--- src/rtl/li2c_pkg.sv ---
package li2c_pkg;

    localparam int DATA_W = 8;
    localparam int PTR_W  = 3;

    typedef enum logic [2:0] {
        LK_IDLE,
        LK_ADDR,
        LK_CTRL,
        LK_WDAT,
        LK_RDAT,
        LK_WAIT
    } link_state_e;

    typedef struct packed {
        logic [DATA_W-1:0] rate0;
        logic [DATA_W-1:0] duty0;
        logic [DATA_W-1:0] rate1;
        logic [DATA_W-1:0] duty1;
        logic [DATA_W-1:0] sel_lo;
        logic [DATA_W-1:0] sel_hi;
    } dim_regs_t;

    localparam dim_regs_t REGS_RESET = '{
        rate0:  8'h00,
        duty0:  8'h00,
        rate1:  8'h00,
        duty1:  8'h80,
        sel_lo: 8'h00,
        sel_hi: 8'h00
    };

    localparam logic [PTR_W-1:0] IDX_PINS  = 3'd0;
    localparam logic [PTR_W-1:0] IDX_RATE0 = 3'd1;
    localparam logic [PTR_W-1:0] IDX_DUTY0 = 3'd2;
    localparam logic [PTR_W-1:0] IDX_RATE1 = 3'd3;
    localparam logic [PTR_W-1:0] IDX_DUTY1 = 3'd4;
    localparam logic [PTR_W-1:0] IDX_SELLO = 3'd5;
    localparam logic [PTR_W-1:0] IDX_SELHI = 3'd6;

    localparam int CMD_AUTO_BIT = 4;

    function automatic logic [PTR_W-1:0] ptr_step(input logic [PTR_W-1:0] p);
        return p + 3'd1;
    endfunction

    function automatic logic [DATA_W-1:0] reg_pick(
        input dim_regs_t         r,
        input logic [DATA_W-1:0] pins,
        input logic [PTR_W-1:0]  idx
    );
        case (idx)
            IDX_PINS:  return pins;
            IDX_RATE0: return r.rate0;
            IDX_DUTY0: return r.duty0;
            IDX_RATE1: return r.rate1;
            IDX_DUTY1: return r.duty1;
            IDX_SELLO: return r.sel_lo;
            default:   return r.sel_hi;
        endcase
    endfunction

endpackage

--- src/rtl/li2c_line_sync.sv ---
module li2c_line_sync #(
    parameter int STAGES = 2
) (
    input  logic clk,
    input  logic rst,
    input  logic scl_i,
    input  logic sda_i,
    output logic scl_s,
    output logic sda_s,
    output logic scl_rise,
    output logic scl_fall,
    output logic start_det,
    output logic stop_det
);

    localparam int PIPE_W = (STAGES < 2) ? 2 : STAGES;

    logic [PIPE_W-1:0] scl_pipe;
    logic [PIPE_W-1:0] sda_pipe;
    logic              scl_d;
    logic              sda_d;

    always_ff @(posedge clk) begin
        if (rst) begin
            scl_pipe <= '1;
            sda_pipe <= '1;
            scl_d    <= 1'b1;
            sda_d    <= 1'b1;
        end else begin
            scl_pipe <= {scl_pipe[PIPE_W-2:0], scl_i};
            sda_pipe <= {sda_pipe[PIPE_W-2:0], sda_i};
            scl_d    <= scl_pipe[PIPE_W-1];
            sda_d    <= sda_pipe[PIPE_W-1];
        end
    end

    assign scl_s     = scl_pipe[PIPE_W-1];
    assign sda_s     = sda_pipe[PIPE_W-1];
    assign scl_rise  = scl_s & ~scl_d;
    assign scl_fall  = ~scl_s & scl_d;
    assign start_det = scl_s & scl_d & sda_d & ~sda_s;
    assign stop_det  = scl_s & scl_d & ~sda_d & sda_s;

endmodule

--- src/rtl/li2c_link.sv ---
module li2c_link
    import li2c_pkg::*;
#(
    parameter logic [3:0] DEV_ID = 4'b1100
) (
    input  logic              clk,
    input  logic              rst,
    input  logic [2:0]        dev_sel,
    input  logic              sda_s,
    input  logic              scl_rise,
    input  logic              scl_fall,
    input  logic              start_det,
    input  logic              stop_det,
    input  logic [DATA_W-1:0] rd_data,
    output logic [PTR_W-1:0]  ptr,
    output logic              auto_inc,
    output logic              wr_en,
    output logic [PTR_W-1:0]  wr_idx,
    output logic [DATA_W-1:0] wr_data,
    output logic              sda_oe,
    output logic              link_idle,
    output logic              byte_end
);

    link_state_e       state_q;
    logic [3:0]        bit_cnt_q;
    logic              ack_ph_q;
    logic [DATA_W-1:0] shreg_q;
    logic [DATA_W-1:0] tx_q;
    logic              rw_q;
    logic              mack_q;
    logic [PTR_W-1:0]  ptr_q;
    logic              ai_q;
    logic              oe_q;
    logic              wr_en_q;
    logic [PTR_W-1:0]  wr_idx_q;
    logic [DATA_W-1:0] wr_data_q;
    logic              full_byte;
    logic              addr_hit;

    assign full_byte = (bit_cnt_q == 4'd8) && !ack_ph_q;
    assign addr_hit  = (shreg_q[7:1] == {DEV_ID, dev_sel});
    assign byte_end  = scl_fall && !start_det && !stop_det && full_byte &&
                       ((state_q == LK_WDAT) || (state_q == LK_RDAT));

    always_ff @(posedge clk) begin
        if (rst) begin
            state_q   <= LK_IDLE;
            bit_cnt_q <= '0;
            ack_ph_q  <= 1'b0;
            shreg_q   <= '0;
            tx_q      <= '0;
            rw_q      <= 1'b0;
            mack_q    <= 1'b1;
            ptr_q     <= '0;
            ai_q      <= 1'b0;
            oe_q      <= 1'b0;
            wr_en_q   <= 1'b0;
            wr_idx_q  <= '0;
            wr_data_q <= '0;
        end else begin
            wr_en_q <= 1'b0;
            if (start_det) begin
                state_q   <= LK_ADDR;
                bit_cnt_q <= '0;
                ack_ph_q  <= 1'b0;
                oe_q      <= 1'b0;
            end else if (stop_det) begin
                state_q  <= LK_IDLE;
                ack_ph_q <= 1'b0;
                oe_q     <= 1'b0;
            end else if (scl_rise) begin
                case (state_q)
                    LK_ADDR, LK_CTRL, LK_WDAT: begin
                        if (!ack_ph_q) begin
                            shreg_q   <= {shreg_q[DATA_W-2:0], sda_s};
                            bit_cnt_q <= bit_cnt_q + 4'd1;
                        end
                    end
                    LK_RDAT: begin
                        if (ack_ph_q) mack_q <= sda_s;
                        else          bit_cnt_q <= bit_cnt_q + 4'd1;
                    end
                    default: ;
                endcase
            end else if (scl_fall) begin
                case (state_q)
                    LK_ADDR: begin
                        if (ack_ph_q) begin
                            ack_ph_q  <= 1'b0;
                            bit_cnt_q <= '0;
                            if (rw_q) begin
                                state_q <= LK_RDAT;
                                tx_q    <= rd_data;
                                oe_q    <= ~rd_data[DATA_W-1];
                            end else begin
                                state_q <= LK_CTRL;
                                oe_q    <= 1'b0;
                            end
                        end else if (full_byte) begin
                            if (addr_hit) begin
                                ack_ph_q <= 1'b1;
                                oe_q     <= 1'b1;
                                rw_q     <= shreg_q[0];
                            end else begin
                                state_q <= LK_WAIT;
                            end
                        end
                    end
                    LK_CTRL: begin
                        if (ack_ph_q) begin
                            ack_ph_q  <= 1'b0;
                            oe_q      <= 1'b0;
                            bit_cnt_q <= '0;
                            state_q   <= LK_WDAT;
                        end else if (full_byte) begin
                            ptr_q    <= shreg_q[PTR_W-1:0];
                            ai_q     <= shreg_q[CMD_AUTO_BIT];
                            ack_ph_q <= 1'b1;
                            oe_q     <= 1'b1;
                        end
                    end
                    LK_WDAT: begin
                        if (ack_ph_q) begin
                            ack_ph_q  <= 1'b0;
                            oe_q      <= 1'b0;
                            bit_cnt_q <= '0;
                        end else if (full_byte) begin
                            wr_en_q   <= 1'b1;
                            wr_idx_q  <= ptr_q;
                            wr_data_q <= shreg_q;
                            if (ai_q) ptr_q <= ptr_step(ptr_q);
                            ack_ph_q  <= 1'b1;
                            oe_q      <= 1'b1;
                        end
                    end
                    LK_RDAT: begin
                        if (ack_ph_q) begin
                            ack_ph_q  <= 1'b0;
                            bit_cnt_q <= '0;
                            if (!mack_q) begin
                                tx_q <= rd_data;
                                oe_q <= ~rd_data[DATA_W-1];
                            end else begin
                                state_q <= LK_WAIT;
                                oe_q    <= 1'b0;
                            end
                        end else if (full_byte) begin
                            oe_q     <= 1'b0;
                            ack_ph_q <= 1'b1;
                            if (ai_q) ptr_q <= ptr_step(ptr_q);
                        end else begin
                            oe_q <= ~tx_q[3'd7 - bit_cnt_q[2:0]];
                        end
                    end
                    default: ;
                endcase
            end
        end
    end

    assign ptr       = ptr_q;
    assign auto_inc  = ai_q;
    assign wr_en     = wr_en_q;
    assign wr_idx    = wr_idx_q;
    assign wr_data   = wr_data_q;
    assign sda_oe    = oe_q;
    assign link_idle = (state_q == LK_IDLE);

endmodule

--- src/rtl/li2c_regbank.sv ---
module li2c_regbank
    import li2c_pkg::*;
(
    input  logic              clk,
    input  logic              rst,
    input  logic              wr_en,
    input  logic [PTR_W-1:0]  wr_idx,
    input  logic [DATA_W-1:0] wr_data,
    input  logic [PTR_W-1:0]  rd_idx,
    input  logic [DATA_W-1:0] pins,
    output logic [DATA_W-1:0] rd_data,
    output dim_regs_t         regs
);

    dim_regs_t regs_q;

    always_ff @(posedge clk) begin
        if (rst) begin
            regs_q <= REGS_RESET;
        end else if (wr_en) begin
            case (wr_idx)
                IDX_RATE0: regs_q.rate0  <= wr_data;
                IDX_DUTY0: regs_q.duty0  <= wr_data;
                IDX_RATE1: regs_q.rate1  <= wr_data;
                IDX_DUTY1: regs_q.duty1  <= wr_data;
                IDX_SELLO: regs_q.sel_lo <= wr_data;
                IDX_PINS:  ;
                default:   regs_q.sel_hi <= wr_data;
            endcase
        end
    end

    assign rd_data = reg_pick(regs_q, pins, rd_idx);
    assign regs    = regs_q;

endmodule

--- src/rtl/led_dimmer_i2c.sv ---
module led_dimmer_i2c
    import li2c_pkg::*;
#(
    parameter int         SYNC_STAGES = 2,
    parameter logic [3:0] DEV_ID      = 4'b1100
) (
    input  logic              clk,
    input  logic              rst,
    input  logic [2:0]        dev_sel,
    input  logic              scl_i,
    input  logic              sda_i,
    output logic              sda_oe,
    input  logic [DATA_W-1:0] pin_levels,
    output logic [DATA_W-1:0] rate0,
    output logic [DATA_W-1:0] duty0,
    output logic [DATA_W-1:0] rate1,
    output logic [DATA_W-1:0] duty1,
    output logic [DATA_W-1:0] sel_lo,
    output logic [DATA_W-1:0] sel_hi
);

    logic              scl_s;
    logic              sda_s;
    logic              scl_rise;
    logic              scl_fall;
    logic              start_det;
    logic              stop_det;
    logic [PTR_W-1:0]  ptr;
    logic              auto_inc;
    logic              wr_en;
    logic [PTR_W-1:0]  wr_idx;
    logic [DATA_W-1:0] wr_data;
    logic [DATA_W-1:0] rd_data;
    logic              link_idle;
    logic              byte_end;
    dim_regs_t         regs;

    li2c_line_sync #(.STAGES(SYNC_STAGES)) u_sync (
        .clk       (clk),
        .rst       (rst),
        .scl_i     (scl_i),
        .sda_i     (sda_i),
        .scl_s     (scl_s),
        .sda_s     (sda_s),
        .scl_rise  (scl_rise),
        .scl_fall  (scl_fall),
        .start_det (start_det),
        .stop_det  (stop_det)
    );

    li2c_link #(.DEV_ID(DEV_ID)) u_link (
        .clk       (clk),
        .rst       (rst),
        .dev_sel   (dev_sel),
        .sda_s     (sda_s),
        .scl_rise  (scl_rise),
        .scl_fall  (scl_fall),
        .start_det (start_det),
        .stop_det  (stop_det),
        .rd_data   (rd_data),
        .ptr       (ptr),
        .auto_inc  (auto_inc),
        .wr_en     (wr_en),
        .wr_idx    (wr_idx),
        .wr_data   (wr_data),
        .sda_oe    (sda_oe),
        .link_idle (link_idle),
        .byte_end  (byte_end)
    );

    li2c_regbank u_regs (
        .clk     (clk),
        .rst     (rst),
        .wr_en   (wr_en),
        .wr_idx  (wr_idx),
        .wr_data (wr_data),
        .rd_idx  (ptr),
        .pins    (pin_levels),
        .rd_data (rd_data),
        .regs    (regs)
    );

    assign rate0  = regs.rate0;
    assign duty0  = regs.duty0;
    assign rate1  = regs.rate1;
    assign duty1  = regs.duty1;
    assign sel_lo = regs.sel_lo;
    assign sel_hi = regs.sel_hi;

endmodule

--- config.mk ---
export PLATFORM = sky130hd
export DESIGN_NAME = led_dimmer_i2c
export DESIGN_NICKNAME = d
export VERILOG_FILES = /design/src/rtl/li2c_pkg.sv /design/src/rtl/li2c_line_sync.sv /design/src/rtl/li2c_link.sv /design/src/rtl/li2c_regbank.sv /design/src/rtl/led_dimmer_i2c.sv
export SDC_FILE = /design/constraint.sdc
export NUM_CORES = 1
export LEC_CHECK = 0
export ABC_AREA = 1
export BUFFER_PORTS_ARGS = -buffer_cell sky130_fd_sc_hd__buf_2
export CAP_MARGIN = 10
export CORE_MARGIN = 1
export CORE_UTILIZATION = 57
export DETAILED_ROUTE_END_ITERATION = 7
export HOLD_SLACK_MARGIN = 0.15
export PLACE_DENSITY = 0.83
export RECOVER_POWER = 50
export SETUP_SLACK_MARGIN = 0.02
export SYNTH_ARGS = -nofsm -noshare
export SYNTH_HDL_FRONTEND = slang
export SYNTH_SLANG_ARGS = --single-unit
--- constraint.sdc ---
create_clock -name clk -period 1.8 [get_ports clk]
set_input_delay 0.09 -clock clk [delete_from_list [all_inputs] [get_ports clk]]
set_output_delay 0.09 -clock clk [all_outputs]
set_load 0.05 [all_outputs]
==> flow_metrics.tcl, run 1 <==
set metrics [dict create \
    dp_hpwl_mm 8.68 \
    rsz0062_at_grt "true" \
    maxSlewViolCount 0 \
    ant_nets 0 \
    ys_seq_area_share_pct 43.2 \
    syn-instance-count 633 \
    syn_nets 655 \
    ys_seq_elements 97 \
    worst_setup_path_start_kind "flip-flop" \
    htreeDepth 3 \
    period_needed_ns 1.61 \
    setup_viol 0 \
    fin_skew_ns 0.0182 \
    required_ns 2.11 \
    status "complete, no violations" \
    synth_area_um2 4500 \
    clk_pin_slew_ns 0.11 \
    layout-drive-gt1-share_pct 11.6 \
    arrival_ns 1.91 \
    vias_per_cell 5.39 \
    fin_tns_setup_ns 0 \
    grt_pass1_wl_mm 19.0 \
    maxCapViolCount 0 \
    slew-limit-headroom_pct 59.0 \
    ys.warnings.count 0 \
    cp_top_family "simple AND/OR/NAND/NOR gates" \
    power_leakage_nw 2.17 \
    root_buffer "clkbuf_8" \
    dr.pass1.iters 5 \
    area_growth_pct 14.4 \
    num_io_pins 64 \
    synth_top_area_cell "dfxtp_1" \
    grt_max_degree 47 \
    crit_slowest_cell "dfxtp_1" \
    dieArea_um2 8250 \
    antenna_found_initial 0 \
    pwr_density_cell_nw_per_um2 723 \
    cts_made_buffers 9 \
    core_area_um2 7690 \
    max-clock-path-buffers 2 \
    start_util_pct 58.5 \
    synth_area_leaders "dfxtp_1 (43%), o21ai_0 (9.2%), nor2_1 (7.8%), a21oi_1 (7.5%), nand2_1 (7.4%)" \
    clkLatencyLatePin_ns 0.38 \
    grt_pass1_vias 4006 \
    slowest_delay_ns 0.35 \
    crit_fanout 8 \
    critPathCaptureType "flip-flop" \
    layout.nets 732 \
    dr.first_iter.drc_count 334 \
    insertedDiodeCount 0 \
    detail_route.wl_per_cell_um 14.4 \
    rows 32 \
    vias 4400 \
    worst_pin_slew_ns 0.618 \
    vdd_drop_max_uv 490 \
    cts_tree "yes" \
    crit_chain "inv_2 -> ha_1 -> nand2_1 -> inv_1 -> nand2_2 -> nor2_4 -> inv_2 -> nor2_4 -> buf_4 -> o21ai_0 -> a21oi_1" \
    clkSinkCount 97 \
    yosys.cell_types.count 32 \
    synth_area_per_cell_um2 7.11 \
    wl_mm 11.8 \
    fmax_mhz 622 \
    crit_buf_inv 4 \
    portBuffers 63 \
    fp.dieW_um 90.8 \
    grt_usage_pct 29.0 \
    hold_viol 0 \
    timing.hold.ws_ns 0.165 \
    finalCritPeriodShare_pct 89.4 \
    grt-ovfl-total 0 \
    dieHeight_um 90.8 \
    hold_path_class "input port to flip-flop" \
    routabilityCongestion 0.924 \
    drc 0 \
    critPathKind "flip-flop to flip-flop" \
    synth_top_area_share_pct 43.2 \
]
[layout by cell type (no fill, tap or decap), types with 5 or more instances in the layout]
| cell | instances |
|---|---|
| o21ai_0 | 83 |
| inv_2 | 11 |
| nor3_1 | 7 |
| ha_1 | 7 |
| clkbuf_1 | 50 |
| nor2_1 | 93 |
| nand2_2 | 5 |
| buf_2 | 14 |
| dlygate4sd3_1 | 7 |
| nand4_1 | 5 |
| dfxtp_1 | 95 |
| o21ai_1 | 8 |
| inv_1 | 76 |
| nand3_1 | 32 |
| clkbuf_8 | 9 |
| nand2_1 | 89 |
| a21oi_1 | 67 |
| buf_4 | 12 |
[Yosys cell counts]
cell       instances
dfxtp_1           97
buf_2              5
clkbuf_1          10
buf_6              3
inv_4              1
or2_2              4
o21ai_0           83
inv_1             77
a211oi_1           1
o21ai_1            8
nor4_4             2
nor2_1            94
nand3_1           32
xor2_1             1
o22ai_1            4
ha_1               7
nor3_1             7
nand2_1           89
nor2_4             4
nor3b_2            1
nand4_1            5
nor4_1             1
nand3_4            1
nand3_2            3
and3_1             1
nand2_2            5
inv_2             10
nor2_2             2
o21ai_2            4
o21a_1             3
o2111ai_1          1
a21oi_1           67
[flip-flops by register name, indices dropped and copies added (netlist names)]
name	count
u_regs.regs	48
u_link.shreg_q	8
u_link.tx_q	8
u_link.wr_data	8
u_link.bit_cnt_q	4
u_link.ptr	3
u_link.state_q	3
u_link.wr_idx	3
u_sync.scl_pipe	2
u_sync.sda_pipe	2
u_link.ack_ph_q	1
u_link.auto_inc	1
u_link.mack_q	1
u_link.rw_q	1
u_link.sda_oe	1
u_link.wr_en	1
u_sync.scl_d	1
u_sync.sda_d	1
[layer usage]
metal	up-vias	global-route usage, %	share of wire, %
met3	26	7.15	8.5
met2	162	46.5	46
met4	0	10.4	2.0
met1	1995	38.0	44
li1	2217	-	-
met5	-	0	0
[through the flow]
| stage | setup WS, ns | total power, mW | cell area [µm²] | cells | utilization (%) |
|---|---|---|---|---|---|
| 2_1_floorplan | 0.264 | 2.34 | 4500 | 633 | - |
| 3_3_place_gp | 0.108 | 2.39 | 4960 | 793 | 64.5 |
| 3_5_place_dp | 0.0278 | 2.39 | 4960 | 793 | 64.5 |
| 4_1_cts | 0.0902 | 3.74 | 5220 | 817 | 68.0 |
| 5_1_grt | 0.0177 | 3.85 | 5150 | 817 | 67.0 |
| 6_report | 0.192 | 3.72 | 5150 | 817 | 67.0 |
[kinds of logic after synthesis]
logic type                 after synthesis  synth area share [%]
adders and majority gates                7                  1.95
xor gates and xnor gates                 1                 0.195
DFF                                     97                  43.2
buffers and inverters                  106                  9.54
and+or+nand+nor                        251                  25.4
AOI/OAI and AO/OA                      171                  19.8
[area by class of cell]
class	count	area, µm²
fill	708	2540
multi-input combinational	430	2120
sequential	97	1940
timing repair buffer	84	438
inverter	88	333
tap	102	128
clock buffer	9	124
clock inverter	7	66.3
[report_power, final]
part	internal, mW	total [mW]	switching (mW)
Combinational	0.0732	0.189	0.116
Clock	0.530	1.37	0.838
Sequential	2.16	2.17	0.0109
[tightest hold or removal path: cells and delay by family]
kind / cells / cell delay [ns]
AOI/OAI and AO/OA: 2 / 0.11
and+or+nand+nor: 4 / 0.23
buffers and inverters: 1 / 0.08
[path summary, 6_finish.rpt]
| path | to | cells after the start | startpoint | slack [ns] |
|---|---|---|---|---|
| hold / removal | u_link.tx_q[5]$_SDFFE_PP0P_ | 7 | pin_levels[5] | 0.17 |
| setup / recovery | u_link.wr_data[3]$_SDFFE_PP0P_ | 11 | u_link.bit_cnt_q[1]$_SDFFE_PP0P_ | 0.19 |
| setup reg to reg | u_link.wr_data[3]$_SDFFE_PP0P_ | 11 | u_link.bit_cnt_q[1]$_SDFFE_PP0P_ | 0.19 |
| hold reg to reg | u_sync.scl_pipe[1]$_SDFF_PP1_ | 1 | u_sync.scl_pipe[0]$_SDFF_PP1_ | 0.42 |
[timing repair]
action	in CTS	in global routing
hold endpoints to repair	11	0
setup buffers	1	0
pin swaps	1	0
resized for setup	0	4
hold buffers	7	0
endpoints found under the setup margin	1	15
Note: power is estimated with default switching activity, not from simulation.
==> inputs of run 2 (changes only) <==
==> constraint.sdc (replaced) <==
create_clock -name clk -period 1.7 [get_ports clk]
set_input_delay 0.085 -clock clk [delete_from_list [all_inputs] [get_ports clk]]
set_output_delay 0.085 -clock clk [all_outputs]
set_load 0.05 [all_outputs]
==> run 2 against run 1 <==
  * Sequential share of layout area shrank 0.52 points
  * Global-route usage is essentially flat
  * Clock skew shrank 0.0067 ns
  * Via count grew 0.93%
  * Largest power group unchanged
==> flow_metrics.tcl, run 2 (synthesis gave the netlist of run 1 again) <==
set metrics [dict create \
    root_buffer "clkbuf_8" \
    routabilityCongestion 0.943 \
    grt_usage_pct 29.0 \
    crit_fanout 7 \
    fmax_mhz 625 \
    num_io_pins 64 \
    fp.dieW_um 90.8 \
    fin_skew_ns 0.0115 \
    pwr_density_cell_nw_per_um2 769 \
    antenna_found_initial 0 \
    crit_slowest_cell "dfxtp_2" \
    required_ns 1.97 \
    arrival_ns 1.87 \
    final_common_cell "dfxtp_1" \
    grt-ovfl-total 0 \
    hp-start "pin_levels[0]" \
    timing.hold.ws_ns 0.165 \
    hold_viol 0 \
    vias 4441 \
    layout-drive-gt1-share_pct 12.9 \
    layout.nets 731 \
    r2r_start "u_link.ptr[0]$_SDFFE_PP0P_" \
    crit_chain "ha_1 -> ha_1 -> inv_2 -> o21ai_0 -> a21oi_1 -> nand3_1 -> nor2_1 -> nor2_1" \
    clkSinkCount 97 \
    fin_tns_setup_ns 0 \
    htreeDepth 3 \
    setup_viol 0 \
    multi_input_area_um2 2170 \
    rsz0062_at_grt "true" \
    core_area_um2 7690 \
    finalCritPeriodShare_pct 94.2 \
    insertedDiodeCount 0 \
    cts_made_buffers 9 \
    slowest_delay_ns 0.34 \
    final_cell_mix "dfxtp_1 (95), nor2_1 (91), nand2_1 (88)" \
    largest_reg_flops 48 \
    rows 32 \
    critPathCaptureType "flip-flop" \
    worst_setup_path_start_kind "flip-flop" \
    area_growth_pct 16.0 \
    grt_pass1_wl_mm 19.0 \
    drc 0 \
    power_leakage_nw 2.18 \
    dr.first_iter.drc_count 260 \
    vdd_drop_max_uv 588 \
    start_util_pct 58.5 \
    wl_mm 11.9 \
    period_needed_ns 1.60 \
    cp_top_family "adder cells" \
    maxSlewViolCount 0 \
    vias_per_cell 5.45 \
    dr.pass1.iters 6 \
    portBuffers 63 \
    dp_hpwl_mm 8.47 \
    worst_pin_slew_ns 0.618 \
    dieArea_um2 8250 \
    dieHeight_um 90.8 \
    clk_pin_slew_ns 0.10 \
    critPathKind "flip-flop to flip-flop" \
    n_fill_cell 685 \
    grt_max_degree 79 \
    register_area_um2 1940 \
    maxCapViolCount 0 \
    ant_nets 0 \
    grt_pass1_vias 4056 \
    cts_tree "yes" \
    clkLatencyLatePin_ns 0.37 \
    crit_buf_inv 1 \
    slew-limit-headroom_pct 58.8 \
    max-clock-path-buffers 2 \
    critical_path.startpoint "u_link.ptr[0]$_SDFFE_PP0P_" \
    hold_path_class "input port to flip-flop" \
    detail_route.wl_per_cell_um 14.6 \
    status "complete, no violations" \
]
[run 2: changes by cell type in the layout (fill, tap and decap cells not counted), moves of 2 or more]
cell | previous run | this run
o21ai_0 | 83 | 80
o21ai_1 | 8 | 11
a21oi_1 | 67 | 65
a21oi_2 | 0 | 2
clkinv_4 | 0 | 2
clkinvlp_4 | 3 | 1
inv_8 | 2 | 0
nand3_1 | 32 | 30
nand3_2 | 3 | 5
nor2_1 | 93 | 91
[run 2: through the flow]
stage,setup slack (ns),cell area (µm²),power [mW],utilization [%],instances
2_1_floorplan,0.164,4500,2.48,-,633
3_5_place_dp,-0.0742,4970,2.53,64.6,793
3_3_place_gp,-0.00424,4970,2.52,64.6,793
6_report,0.0990,5220,4.02,67.9,815
5_1_grt,0.0299,5220,4.16,67.9,815
4_1_cts,0.0345,5250,4.04,68.2,815
[run 2: timing repair]
item                                    CTS  global route
endpoints found under the setup margin    8            19
hold endpoints to repair                 10             0
buffers inserted                          0             0
hold buffers                              7             0
resized for setup                         3            16
pin swaps                                 0             1
[run 2: cell type report]
cell class	instances	share of cell area, %
inverters	88	6.38
flip-flops and latches	97	37.2
clock buffers	10	2.64
multi-input cells	430	41.5
clock inverters	5	1.22
well taps	102	2.44
repair buffers	83	8.53
[run 2: path summary, 6_finish.rpt]
path / to / slack [ns] / cells after the start
worst max-delay path: u_link.tx_q[2]$_SDFFE_PP0P_ / 0.1 / 8
worst min register to register: u_sync.scl_pipe[1]$_SDFF_PP1_ / 0.42 / 1
worst min-delay path: u_link.tx_q[0]$_SDFFE_PP0P_ / 0.16 / 7
worst max register to register: u_link.tx_q[2]$_SDFFE_PP0P_ / 0.1 / 8
[run 2: worst register-to-register path, stage by stage (launching register included)]
cell     delay (ns)
dfxtp_2        0.34
ha_1           0.19
ha_1           0.25
inv_2          0.14
o21ai_0        0.12
a21oi_1        0.22
nand3_1        0.10
nor2_1         0.09
nor2_1         0.05
[run 2: routing by layer]
| layer | track usage (%) | vias up | share of wire (%) |
|---|---|---|---|
| met1 | 37.2 | 2015 | 43 |
| li1 | - | 2217 | - |
| met3 | 9.09 | 27 | 9.5 |
| met2 | 46.4 | 182 | 46 |
| met5 | 0 | - | 0 |
| met4 | 9.52 | 0 | 1.9 |
[run 2: power by group]
| group | total, mW | switching [mW] | internal (mW) |
|---|---|---|---|
| Sequential | 2.29 | 0.0108 | 2.28 |
| Clock | 1.52 | 0.801 | 0.723 |
| Combinational | 0.200 | 0.124 | 0.0768 |
==> inputs of run 3 (changes only) <==
--- a/config.mk
+++ b/config.mk
@@ -8,8 +8,10 @@
 export ABC_AREA = 1
 export BUFFER_PORTS_ARGS = -buffer_cell sky130_fd_sc_hd__buf_2
 export CAP_MARGIN = 10
+export CELL_PAD_IN_SITES_DETAIL_PLACEMENT = 1
+export CELL_PAD_IN_SITES_GLOBAL_PLACEMENT = 1
 export CORE_MARGIN = 1
-export CORE_UTILIZATION = 57
+export CORE_UTILIZATION = 41
 export DETAILED_ROUTE_END_ITERATION = 7
 export HOLD_SLACK_MARGIN = 0.15
 export PLACE_DENSITY = 0.83
==> run 3 against run 2 <==
  * Sequential power about the same
  * Hold slack got worse by 0.0058 ns
  * Clock power grew 5%
  * Critical endpoint is now u_link.sda_oe$_SDFFE_PP0P_
  * Largest power group unchanged
  * First-iteration DRC count is 17% lower
  * Critical path type unchanged
==> flow_metrics.tcl, run 3 (synthesis gave the netlist of run 1 again) <==
set metrics [dict create \
    status "complete, no violations" \
    routabilityCongestion 0.898 \
    vias_per_cell 5.32 \
    n_fill_cell 1427 \
    portBuffers 63 \
    cts_tree "yes" \
    worst_setup_path_start_kind "flip-flop" \
    dr.first_iter.drc_count 217 \
    fp.dieW_um 107 \
    area_growth_pct 18.2 \
    placed_area_um2 5020 \
    grt_max_degree 60 \
    hold_end "u_link.tx_q[0]$_SDFFE_PP0P_" \
    p_total_mw 4.10 \
    stdcell_count 857 \
    power_leakage_nw 2.23 \
    pwr_density_cell_nw_per_um2 770 \
    critPathKind "flip-flop to flip-flop" \
    finish.utilization_pct 50.8 \
    slowest_delay_ns 0.35 \
    ant_nets 0 \
    maxSlewViolCount 0 \
    grt_pass1_wl_mm 24.0 \
    layout-drive-gt1-share_pct 14.3 \
    slew-limit-headroom_pct 55.9 \
    worst_slack_ns 0.0588 \
    num_io_pins 64 \
    grt_pass1_vias 4721 \
    period_needed_ns 1.64 \
    dp.cells 830 \
    arrival_ns 1.90 \
    layout.nets 739 \
    rows 37 \
    start_util_pct 43.0 \
    fin_skew_ns 0.00715 \
    vias 4555 \
    maxCapViolCount 0 \
    critical_path.startpoint "u_link.ptr[0]$_SDFFE_PP0P_" \
    hold_path_class "input port to flip-flop" \
    hp-start "pin_levels[0]" \
    fmax_mhz 609 \
    largest_reg_flops 48 \
    r2r_start "u_link.ptr[0]$_SDFFE_PP0P_" \
    htreeDepth 3 \
    finalCritPeriodShare_pct 96.5 \
    detail_route.wl_per_cell_um 17.4 \
    vdd_drop_max_uv 322 \
    crit_chain "ha_1 -> ha_1 -> nor2_1 -> nand4_1 -> nand3_2 -> nand2_1 -> a21oi_1 -> a21oi_1" \
    final_common_cell "dfxtp_1" \
    crit_slowest_cell "dfxtp_2" \
    grt-ovfl-total 0 \
    dp_hpwl_mm 10.8 \
    dieArea_um2 11400 \
    r2r_end "u_link.sda_oe$_SDFFE_PP0P_" \
    fin_tns_setup_ns 0 \
    crit_fanout 4 \
    dr.pass1.iters 4 \
    clk_pin_slew_ns 0.09 \
    final_cell_mix "dfxtp_1 (94), nor2_1 (92), nand2_1 (87)" \
    dieHeight_um 107 \
    max-clock-path-buffers 2 \
    required_ns 1.96 \
    worst_pin_slew_ns 0.662 \
    hold_viol 0 \
    setup_viol 0 \
    clkLatencyLatePin_ns 0.38 \
    final_area_um2 5320 \
    antenna_found_initial 0 \
    r2r_setup_slack_ns 0.06 \
    wl_mm 14.9 \
    r2r_cells 8 \
    holdPathStages 7 \
    core_area_um2 10500 \
    clkSinkCount 97 \
    drc 0 \
    insertedDiodeCount 0 \
    place_ws_ns -0.0302 \
    timing.hold.ws_ns 0.159 \
    cts_made_buffers 9 \
    critPathCaptureType "flip-flop" \
    root_buffer "clkbuf_8" \
    grt_usage_pct 27.3 \
]
## run 3: cell count changes in the layout (fill, tap and decap cells not counted), sizes merged
cell,delta
clkbuf,+1
clkinv,-2
dlygate4sd3,-1
inv,-1
clkinvlp,+2
buf,+9
## run 3: worst max path at each step
stage                                        endpoint  slack [ns]
final                      u_link.sda_oe$_SDFFE_PP0P_        0.06
after global routing       u_link.sda_oe$_SDFFE_PP0P_       -0.04
after CTS                     u_link.wr_en$_SDFF_PP0_        0.03
after detailed placement  u_link.tx_q[5]$_SDFFE_PP0P_       -0.03
after global placement    u_link.tx_q[5]$_SDFFE_PP0P_        0.15
after floorplan           u_link.tx_q[1]$_SDFFE_PP0P_        0.16
## run 3: layout make-up
class                           count  area (µm²)  area share [%]
Clock buffer                       11         151            2.85
Inverter                           88         333            6.26
Tap cell                          136         170            3.20
Timing Repair Buffer               91         489            9.20
Clock inverter                      4        52.6           0.988
Sequential cell                    97        1950            36.6
Multi-Input combinational cell    430        2180            40.9
## run 3: critical path, delay by kind of cell (launching register included)
kind            cells  cell delay (ns)
compound gates      2             0.25
fa+ha+maj           2             0.44
flops               1             0.35
simple gates        4             0.50
## run 3: per-layer routing
layer / share of wire [%] / global-route usage, % / vias up
met5: 0 / 0 / -
met4: 1.6 / 10.6 / 0
met3: 3.6 / 3.22 / 21
met2: 50 / 47.6 / 82
met1: 45 / 34.1 / 2225
li1: - / - / 2227
## run 3: power breakdown
group	internal [mW]	switching, mW	leakage (nW)
clock network	0.753	0.835	0.0937
logic	0.0765	0.138	1.35
registers	2.28	0.0125	0.784
total	3.11	0.985	2.23
## run 3: repair_timing
action / in CTS / in global routing
endpoints found under the hold margin: 9 / 0
setup buffers: 0 / 6
gates resized for setup: 1 / 22
hold buffers: 6 / 0
endpoints found under the setup margin: 4 / 36
pin swaps: 0 / 3
